<file path="config.mk">
export PLATFORM = sky130hd
export DESIGN_NAME = hexscan_top
export DESIGN_NICKNAME = d
export VERILOG_FILES = /design/src/rtl/hexscan_pkg.sv /design/src/rtl/hexscan_capture.sv /design/src/rtl/hexscan_sequencer.sv /design/src/rtl/hexscan_segdec.sv /design/src/rtl/hexscan_top.sv
export SDC_FILE = /design/constraint.sdc
export NUM_CORES = 1
export LEC_CHECK = 0
export BUFFER_PORTS_ARGS = -buffer_cell sky130_fd_sc_hd__buf_2
export CAP_MARGIN = 20
export CORE_ASPECT_RATIO = 0.8
export CORE_MARGIN = 10
export CORE_UTILIZATION = 50
export CTS_CLUSTER_DIAMETER = 100
export DETAILED_ROUTE_END_ITERATION = 7
export PLACE_DENSITY_LB_ADDON = 0.15
export SLEW_MARGIN = 20
export SYNTH_ARGS = -nofsm -noshare
export SYNTH_HDL_FRONTEND = slang
export SYNTH_SLANG_ARGS = --single-unit
</file>
<file path="constraint.sdc">
create_clock -name clk -period 5.2 [get_ports clk]
set_clock_uncertainty 0.1 [all_clocks]
set_input_delay 0.78 -clock clk [delete_from_list [all_inputs] [get_ports clk]]
set_output_delay 0.78 -clock clk [all_outputs]
set_load 0.01 [all_outputs]
</file>
<file path="src/rtl/hexscan_pkg.sv">
package hexscan_pkg;
    localparam int NIB_W = 4;
    localparam int SEG_W = 8;

    typedef enum logic [0:0] {
        ST_BLANK = 1'b0,
        ST_SHOW  = 1'b1
    } scan_state_t;
endpackage

</file>
<file path="src/rtl/hexscan_capture.sv">
module hexscan_capture #(
    parameter int BUS_W = 16
) (
    input  logic             clk,
    input  logic             rst_n,
    input  logic [BUS_W-1:0] bus_in,
    input  logic             hold_mode,
    input  logic             cap_strobe,
    output logic [BUS_W-1:0] cap_q
);
    logic take;

    assign take = !hold_mode || cap_strobe;

    always_ff @(posedge clk or negedge rst_n) begin
        if (!rst_n)
            cap_q <= '0;
        else if (take)
            cap_q <= bus_in;
    end

    // with hold_mode set and no strobe, the captured value must not move
    assert_hold_R2: assert property (@(posedge clk) disable iff (!rst_n)
        (hold_mode && !cap_strobe) |=> $stable(cap_q));
endmodule

</file>
<file path="src/rtl/hexscan_sequencer.sv">
module hexscan_sequencer
    import hexscan_pkg::*;
#(
    parameter int DIGITS = 4,
    parameter int DWELL  = 50000
) (
    input  logic                      clk,
    input  logic                      rst_n,
    output logic [$clog2(DIGITS)-1:0] digit_sel,
    output logic [DIGITS-1:0]         dig_en,
    output logic                      frame_load
);
    localparam int IDX_W  = $clog2(DIGITS);
    localparam int TICK_W = (DWELL > 2) ? $clog2(DWELL) : 1;
    localparam logic [TICK_W-1:0] TICK_LAST = TICK_W'(DWELL - 2);
    localparam logic [IDX_W-1:0]  DIG_LAST  = IDX_W'(DIGITS - 1);

    scan_state_t       st_q, st_d;
    logic [TICK_W-1:0] tick_q, tick_d;
    logic [IDX_W-1:0]  digit_q, digit_d;
    logic              slot_end;

    assign slot_end = (st_q == ST_SHOW) && (tick_q == TICK_LAST);

    always_ff @(posedge clk or negedge rst_n) begin
        if (!rst_n) begin
            st_q    <= ST_BLANK;
            tick_q  <= '0;
            digit_q <= '0;
        end else begin
            st_q    <= st_d;
            tick_q  <= tick_d;
            digit_q <= digit_d;
        end
    end

    always_comb begin
        st_d    = st_q;
        tick_d  = tick_q;
        digit_d = digit_q;
        unique case (st_q)
            ST_BLANK: begin
                st_d   = ST_SHOW;
                tick_d = '0;
            end
            ST_SHOW: begin
                if (slot_end) begin
                    st_d    = ST_BLANK;
                    tick_d  = '0;
                    digit_d = (digit_q == DIG_LAST) ? '0 : digit_q + 1'b1;
                end else begin
                    tick_d = tick_q + 1'b1;
                end
            end
            default: st_d = ST_BLANK;
        endcase
    end

    always_comb begin
        dig_en     = '0;
        frame_load = slot_end && (digit_q == DIG_LAST);
        digit_sel  = digit_q;
        if (st_q == ST_SHOW)
            dig_en[digit_q] = 1'b1;
    end

    // a lit digit either stays lit or goes fully dark, never straight to another digit
    assert_blank_gap_R7: assert property (@(posedge clk) disable iff (!rst_n)
        (dig_en != '0) |=> (dig_en == $past(dig_en) || dig_en == '0));

    // the blank state lasts one clock and starts a fresh dwell count
    assert_blank_one_R7: assert property (@(posedge clk) disable iff (!rst_n)
        (st_q == ST_BLANK) |=> (st_q == ST_SHOW && tick_q == '0));

    // digits advance in ascending order with wrap
    assert_order_R6: assert property (@(posedge clk) disable iff (!rst_n)
        slot_end |=> (digit_q == (($past(digit_q) == DIG_LAST) ? '0 : $past(digit_q) + 1'b1)));

    // never more than one enable
    assert_onehot_R6: assert property (@(posedge clk) disable iff (!rst_n)
        $onehot0(dig_en));
endmodule

</file>
<file path="src/rtl/hexscan_segdec.sv">
module hexscan_segdec
    import hexscan_pkg::*;
(
    input  logic [NIB_W-1:0] nibble,
    output logic [SEG_W-1:0] seg
);
    logic [6:0] glyph;

    always_comb begin
        unique case (nibble)
            4'h0: glyph = 7'h3F;
            4'h1: glyph = 7'h06;
            4'h2: glyph = 7'h5B;
            4'h3: glyph = 7'h4F;
            4'h4: glyph = 7'h66;
            4'h5: glyph = 7'h6D;
            4'h6: glyph = 7'h7D;
            4'h7: glyph = 7'h07;
            4'h8: glyph = 7'h7F;
            4'h9: glyph = 7'h67;
            4'hA: glyph = 7'h77;
            4'hB: glyph = 7'h7C;
            4'hC: glyph = 7'h39;
            4'hD: glyph = 7'h5E;
            4'hE: glyph = 7'h79;
            default: glyph = 7'h71;
        endcase
        seg = {nibble[3] & (nibble[2] | nibble[1]), glyph};
    end

    // letter nibbles carry the decimal point, digits do not
    always_comb begin
        assert_dp_R5: assert ((nibble >= 4'd10) == seg[7]);
    end
endmodule

</file>
<file path="src/rtl/hexscan_top.sv">
module hexscan_top
    import hexscan_pkg::*;
#(
    parameter int DIGITS = 4,
    parameter int DWELL  = 50000
) (
    input  logic                    clk,
    input  logic                    rst_n,
    input  logic [DIGITS*NIB_W-1:0] bus_in,
    input  logic                    hold_mode,
    input  logic                    cap_strobe,
    input  logic                    seg_invert,
    output logic [SEG_W-1:0]        seg_out,
    output logic [DIGITS-1:0]       dig_en
);
    localparam int BUS_W = DIGITS * NIB_W;
    localparam int IDX_W = $clog2(DIGITS);

    logic [BUS_W-1:0] cap_q;
    logic [BUS_W-1:0] disp_q;
    logic [IDX_W-1:0] digit_sel;
    logic             frame_load;
    logic [NIB_W-1:0] cur_nib;
    logic [SEG_W-1:0] seg_raw;

    hexscan_capture #(.BUS_W(BUS_W)) u_cap (
        .clk        (clk),
        .rst_n      (rst_n),
        .bus_in     (bus_in),
        .hold_mode  (hold_mode),
        .cap_strobe (cap_strobe),
        .cap_q      (cap_q)
    );

    hexscan_sequencer #(.DIGITS(DIGITS), .DWELL(DWELL)) u_seq (
        .clk        (clk),
        .rst_n      (rst_n),
        .digit_sel  (digit_sel),
        .dig_en     (dig_en),
        .frame_load (frame_load)
    );

    // display copy, refreshed only at frame wrap
    always_ff @(posedge clk or negedge rst_n) begin
        if (!rst_n)
            disp_q <= '0;
        else if (frame_load)
            disp_q <= cap_q;
    end

    assign cur_nib = disp_q[digit_sel*NIB_W +: NIB_W];

    hexscan_segdec u_dec (
        .nibble (cur_nib),
        .seg    (seg_raw)
    );

    assign seg_out = seg_raw ^ {SEG_W{seg_invert}};

    // the display copy holds except at a frame boundary
    assert_copy_stable_R8: assert property (@(posedge clk) disable iff (!rst_n)
        !frame_load |=> $stable(disp_q));
endmodule

</file>
==> flow_metrics.env, run 1 <==
export IMPL_status="complete, no violations"
export IMPL_die_h_um=85.0
export IMPL_postLayoutCoreUtil_pct=58.0
export IMPL_antenna_found_initial=0
export IMPL_fin_setup_tns_ns=0
export IMPL_yosys_warnings=0
export IMPL_routabilityCongestion=0.753
export IMPL_period_needed_ns=3.50
export IMPL_worst_pin_slew_ns=0.837
export IMPL_relSlewSlack_pct=44.2
export IMPL_endpoint_kind="output port"
export IMPL_cts_sinks=51
export IMPL_slew_viol_final=0
export IMPL_grt_pass1_wl_um=8040
export IMPL_critPathMaxFanout=8
export IMPL_dpl_hpwl_um=3400
export IMPL_track_usage_pct=11.3
export IMPL_htreeDepth=2
export IMPL_vdd_drop_max_mv=0.153
export IMPL_num_rows=23
export IMPL_setup_violations=0
export IMPL_syn_num_nets=251
export IMPL_cts_resized=0
export IMPL_grt_pass1_vias=1641
export IMPL_hold_viol=0
export IMPL_fmax_mhz=286
export IMPL_drtAntennaViolNets=0
export IMPL_drt_iter0_drc=93
export IMPL_p_int_w=0.000525
export IMPL_cts_hold_buf=0
export IMPL_rsz0062_at_grt="no"
export IMPL_ioPinCount=33
export IMPL_synth_distinct_cells=34
export IMPL_drive_above_1_share_pct=32.3
export IMPL_grt_max_degree=52
export IMPL_synth_avg_cell_area_sq_um=12.1
export IMPL_hp_class="reg -> reg"
export IMPL_drv_cap=0
export IMPL_postCtsSetupRepairBufs=0
export IMPL_postSynthCellCount=219
export IMPL_synth_flop_cell="dfrtp_1"
export IMPL_die_area_sq_um=8610
export IMPL_cts_buffers=5
export IMPL_route_detailed_drc=0
export IMPL_diodes=0
export IMPL_vias=1614
export IMPL_setup_slack_ns=1.70
export IMPL_p_leak_nw=1.35
export IMPL_cts_clk_slew_worst_paths_ns=0.09
export IMPL_area_growth_syn_to_layout_pct=11.1
export IMPL_core_area_sq_um=5060
export IMPL_cts_buffer_depth=2
export IMPL_critPathArrivalTime_ns=2.62
export IMPL_layout_commonest_cell="dfrtp_1"
export IMPL_die_w_um=101
export IMPL_viasPerCell=5.16
export IMPL_async_flop_share_pct=100
export IMPL_synthesis_area_sq_um=2640
export IMPL_start_util_pct=52.2
export IMPL_powerDensity_nw_per_um2=234
export IMPL_cts_tree="done"
export IMPL_p_seq_share_pct=60.0
export IMPL_dpl_worst_slack_ns=2.01
export IMPL_drt_pass1_iter_count=4
export IMPL_final_area_sq_um=2940
export IMPL_clkLatencyLatePin_ns=0.31
export IMPL_switching_share_pct=23.6
export IMPL_wl_um=4580
export IMPL_synth_edff_count=0
export IMPL_port_buffers=32
export IMPL_ys_seq_elements=51
export IMPL_final_nets=282
export IMPL_ys_seq_area_share_pct=48.3
export IMPL_period_share_pct=67.3
export IMPL_critPathKind="reg -> out"
export IMPL_layout_common_cells="dfrtp_1, buf_2, mux2_2, nor2_1, xnor2_1"
export IMPL_switchingPower_w=0.000162
export IMPL_required_ns=4.32
export IMPL_cp_start_kind="flip-flop"
export IMPL_dpl_cell_area_sq_um=2840
export IMPL_grt_overflow=0
export IMPL_pwr_share_comb_pct=5.6
export IMPL_cts_root_buf="clkbuf_8"
export IMPL_power_frac_clock_pct=34.4
export IMPL_wl_per_cell_um=14.6
export IMPL_hold_ws_ns=0.409
-- flip-flops by register name (all words and copies together), names as in the netlist --
name             count
u_seq.digit_sel      2
u_cap.cap_q         16
u_seq.tick_q        16
u_seq.st_q           1
disp_q              16
-- power by group through the flow --
| stage | clock network [W] | logic (W) | registers, W |
|---|---|---|---|
| floorplan | 0 | 0.0000194 | 0.000418 |
| global placement | 0 | 0.0000389 | 0.000420 |
| detailed placement | 0 | 0.0000399 | 0.000421 |
| CTS | 0.000247 | 0.0000399 | 0.000413 |
| global route | 0.000266 | 0.0000433 | 0.000414 |
| finish | 0.000236 | 0.0000383 | 0.000412 |
-- through the flow --
stage	cells	power, W
floorplan	219	0.000438
CTS	313	0.000699
global placement	305	0.000459
global route	313	0.000723
detailed placement	305	0.000460
finish	313	0.000687
-- cells in the mapped netlist, types with 7 or more instances --
library cell	instances	area share (%)
mux2_2	22	9.4
o21ai_0	7	1.3
nor2_1	18	2.6
nand3_1	7	1.3
dfrtp_1	51	48
nand2_1	9	1.3
ha_1	11	5.2
inv_1	12	1.7
mux2i_1	8	3.0
mux2_4	10	5.7
xnor2_1	16	5.3
-- worst max-delay path: stages (launching register included) --
cell	delay, ns
dfrtp_1	0.56
mux4_2	0.63
inv_1	0.13
ha_1	0.22
inv_1	0.08
mux2_2	0.26
mux2i_1	0.16
xnor2_1	0.13
buf_2	0.14
-- kinds of logic after synthesis --
| family | after synthesis | synth area share [%] |
|---|---|---|
| fa+ha+maj | 11 | 5.21 |
| flops | 51 | 48.3 |
| mux | 45 | 21.9 |
| buf+inv | 21 | 3.45 |
| simple gates | 58 | 11.8 |
| compound gates | 13 | 2.70 |
| xor+xnor | 20 | 6.63 |
-- layer usage --
metal  global-route usage (%)  vias to the layer above  routed length, um
li1                         -                      817                  -
met1                     16.8                      765               2420
met2                     15.1                       28               1880
met3                     3.89                        4                249
met4                     3.03                        0                 29
met5                        0                        -                  0
-- final timing paths --
check	startpoint	to	slack, ns	cells after the start
max	u_seq.digit_sel[0]	seg_out[3]	1.70	8
min reg2reg	u_cap.cap_q[1]	disp_q[1]	0.41	1
min	u_cap.cap_q[1]	disp_q[1]	0.41	1
max reg2reg	u_seq.tick_q[12]	u_seq.tick_q[8]	2.83	4
min in group asynchronous	rst_n	u_seq.tick_q[4]	0.46	2
max in group asynchronous	rst_n	u_seq.tick_q[11]	4.12	2
-- final cells by class --
cell class                 count  area, sq um
clock buffer                   5         68.8
clock inverter                 3         25.0
fill                         458         2130
inverter                      12         45.0
multi-input combinational    147         1280
sequential                    51         1280
tap                           62         77.6
timing repair buffer          33          168
Note: power is estimated with default switching activity, not from simulation.
==> run 2, diff against run 1 <==
==> constraint.sdc (replaced) <==
create_clock -name clk -period 3 [get_ports clk]
set_clock_uncertainty 0.1 [all_clocks]
set_input_delay 0.45 -clock clk [delete_from_list [all_inputs] [get_ports clk]]
set_output_delay 0.45 -clock clk [all_outputs]
set_load 0.01 [all_outputs]
==> run 2 against run 1 <==
- first-iteration DRC count fell by 24%
- highest routed layer unchanged
- critical path depth is 1 lower
- clock-buffer cell count unchanged
==> flow_metrics.env, run 2 (synthesis results as in run 1) <==
export IMPL_status="complete, no violations"
export IMPL_critPathMaxFanout=4
export IMPL_period_share_pct=96.2
export IMPL_die_area_sq_um=8610
export IMPL_rsz0062_at_grt="yes"
export IMPL_fillers=449
export IMPL_die_w_um=101
export IMPL_final_area_sq_um=3010
export IMPL_critPathKind="reg -> out"
export IMPL_p_leak_nw=1.40
export IMPL_min_to="u_cap.cap_q[9]"
export IMPL_min_path_cells=2
export IMPL_area_growth_syn_to_layout_pct=13.8
export IMPL_path_buf_inv=3
export IMPL_endpoint_kind="output port"
export IMPL_start_util_pct=52.2
export IMPL_vias=1640
export IMPL_drt_iter0_drc=71
export IMPL_ioPinCount=33
export IMPL_viasPerCell=5.09
export IMPL_crit_chain="mux4_2 -> buf_4 -> buf_4 -> or2_2 -> a22oi_1 -> xnor2_1 -> buf_2"
export IMPL_grt_overflow=0
export IMPL_critPathArrivalTime_ns=2.34
export IMPL_clkLatencyLatePin_ns=0.30
export IMPL_cts_root_buf="clkbuf_8"
export IMPL_worst_pin_slew_ns=0.797
export IMPL_powerDensity_nw_per_um2=393
export IMPL_track_usage_pct=11.6
export IMPL_switching_share_pct=23.1
export IMPL_fmax_mhz=346
export IMPL_multiInputGateArea_sq_um=1280
export IMPL_htreeDepth=2
export IMPL_path_delay_family="multiplexers"
export IMPL_p_int_w=0.000908
export IMPL_grt_pass1_vias=1662
export IMPL_area_sequential_sq_um=1280
export IMPL_min_delay_start="bus_in[9]"
export IMPL_hold_viol=0
export IMPL_vdd_drop_max_mv=0.214
export IMPL_route_detailed_drc=0
export IMPL_drt_pass1_iter_count=4
export IMPL_hp_class="in -> reg"
export IMPL_routabilityCongestion=0.744
export IMPL_cts_clk_slew_worst_paths_ns=0.10
export IMPL_cts_buffers=5
export IMPL_timing_reg2reg_setup_slack_ns=0.61
export IMPL_drv_cap=0
export IMPL_final_nets=291
export IMPL_r2r_start="u_seq.tick_q[12]"
export IMPL_worst_r2r_path_depth=4
export IMPL_dpl_worst_slack_ns=0.248
export IMPL_grt_max_degree=21
export IMPL_power_frac_clock_pct=33.7
export IMPL_setup_violations=0
export IMPL_diodes=0
export IMPL_switchingPower_w=0.000273
export IMPL_die_h_um=85.0
export IMPL_drive_above_1_share_pct=35.8
export IMPL_p_seq_share_pct=60.5
export IMPL_num_rows=23
export IMPL_grt_pass1_wl_um=8180
export IMPL_worstReg2RegEnd="u_seq.tick_q[6]"
export IMPL_layout_commonest_cell="dfrtp_1"
export IMPL_antenna_found_initial=0
export IMPL_cts_tree="done"
export IMPL_relSlewSlack_pct=46.9
export IMPL_reg_largest_list="disp_q (16), u_cap.cap_q (16), u_seq.tick_q (16)"
export IMPL_wl_um=4850
export IMPL_dpl_hpwl_um=3600
export IMPL_cts_buffer_depth=2
export IMPL_path_common_cell="buf_4"
export IMPL_required_ns=2.45
export IMPL_core_area_sq_um=5060
export IMPL_port_buffers=32
export IMPL_pwr_share_comb_pct=5.8
export IMPL_critical_path_slowest_cell="mux4_2"
export IMPL_cts_sinks=51
export IMPL_dpl_cell_area_sq_um=2860
export IMPL_period_needed_ns=2.89
export IMPL_cp_start_kind="flip-flop"
export IMPL_setup_slack_ns=0.114
export IMPL_cp_slowest_stage_delay_ns=0.56
export IMPL_layout_common_cells="dfrtp_1, buf_2, mux2_2, nor2_1, xnor2_1"
export IMPL_slew_viol_final=0
export IMPL_drtAntennaViolNets=0
export IMPL_wl_per_cell_um=15.1
## run 2: timing repair
| action | CTS | global route |
|---|---|---|
| resized for setup | 1 | 4 |
| endpoints found under the setup margin | 2 | 3 |
| hold buffers | 1 | 0 |
| buffers inserted | 1 | 5 |
| pin swaps | 0 | 0 |
| endpoints found under the hold margin | 18 | 0 |
## run 2: worst max-delay path by stage
stage / endpoint / from / slack, ns / cells after the start
global route: seg_out[6] / u_seq.digit_sel[0] / -0.03 / 7
global placement: seg_out[3] / u_seq.digit_sel[0] / 0.28 / 8
finish: seg_out[6] / u_seq.digit_sel[0] / 0.11 / 7
detailed placement: seg_out[3] / u_seq.digit_sel[0] / 0.25 / 8
CTS: seg_out[3] / u_seq.digit_sel[0] / 0.02 / 8
floorplan: seg_out[3] / u_seq.digit_sel[0] / 0.40 / 7
## run 2: worst reg2reg max path, delay by kind of cell, from the launching register on
kind	cells	cell delay (ns)
flops	1	0.44
simple gates	4	1.72
## run 2: layer usage
layer | global-route usage (%) | vias up | part of all wire, %
li1 | - | 828 | -
met1 | 17.1 | 783 | 52
met2 | 15.7 | 27 | 42
met3 | 3.24 | 2 | 5.0
met4 | 3.79 | 0 | 0.52
met5 | 0 | - | 0
## run 2: power groups by stage
stage | registers (W) | clock network [W] | logic, W
3_5_place_dp | 0.000729 | 0 | 0.0000704
5_1_grt | 0.000718 | 0.000443 | 0.0000783
4_1_cts | 0.000715 | 0.000419 | 0.0000716
3_3_place_gp | 0.000728 | 0 | 0.0000687
2_1_floorplan | 0.000725 | 0 | 0.0000336
6_report | 0.000714 | 0.000398 | 0.0000689
## run 2: per-stage QoR
step / TNS (ns) / cells / power, W / hold slack (ns) / util [%]
floorplan: 0 / 219 / 0.000758 / 0.0544 / -
global placement: 0 / 307 / 0.000797 / 0.321 / 56.4
detailed placement: 0 / 307 / 0.000799 / 0.321 / 56.4
CTS: 0 / 317 / 0.00121 / 0.257 / 58.6
global route: -0.0475 / 322 / 0.00124 / 0.254 / 59.4
finish: 0 / 322 / 0.00118 / 0.270 / 59.4
## run 2: layout make-up
class,instances,area share [%]
clock buffers,5,2.29
clock inverters,3,0.749
inverters,12,1.50
multi-input cells,147,42.5
flip-flops and latches,51,42.5
well taps,62,2.58
repair buffers,42,7.90
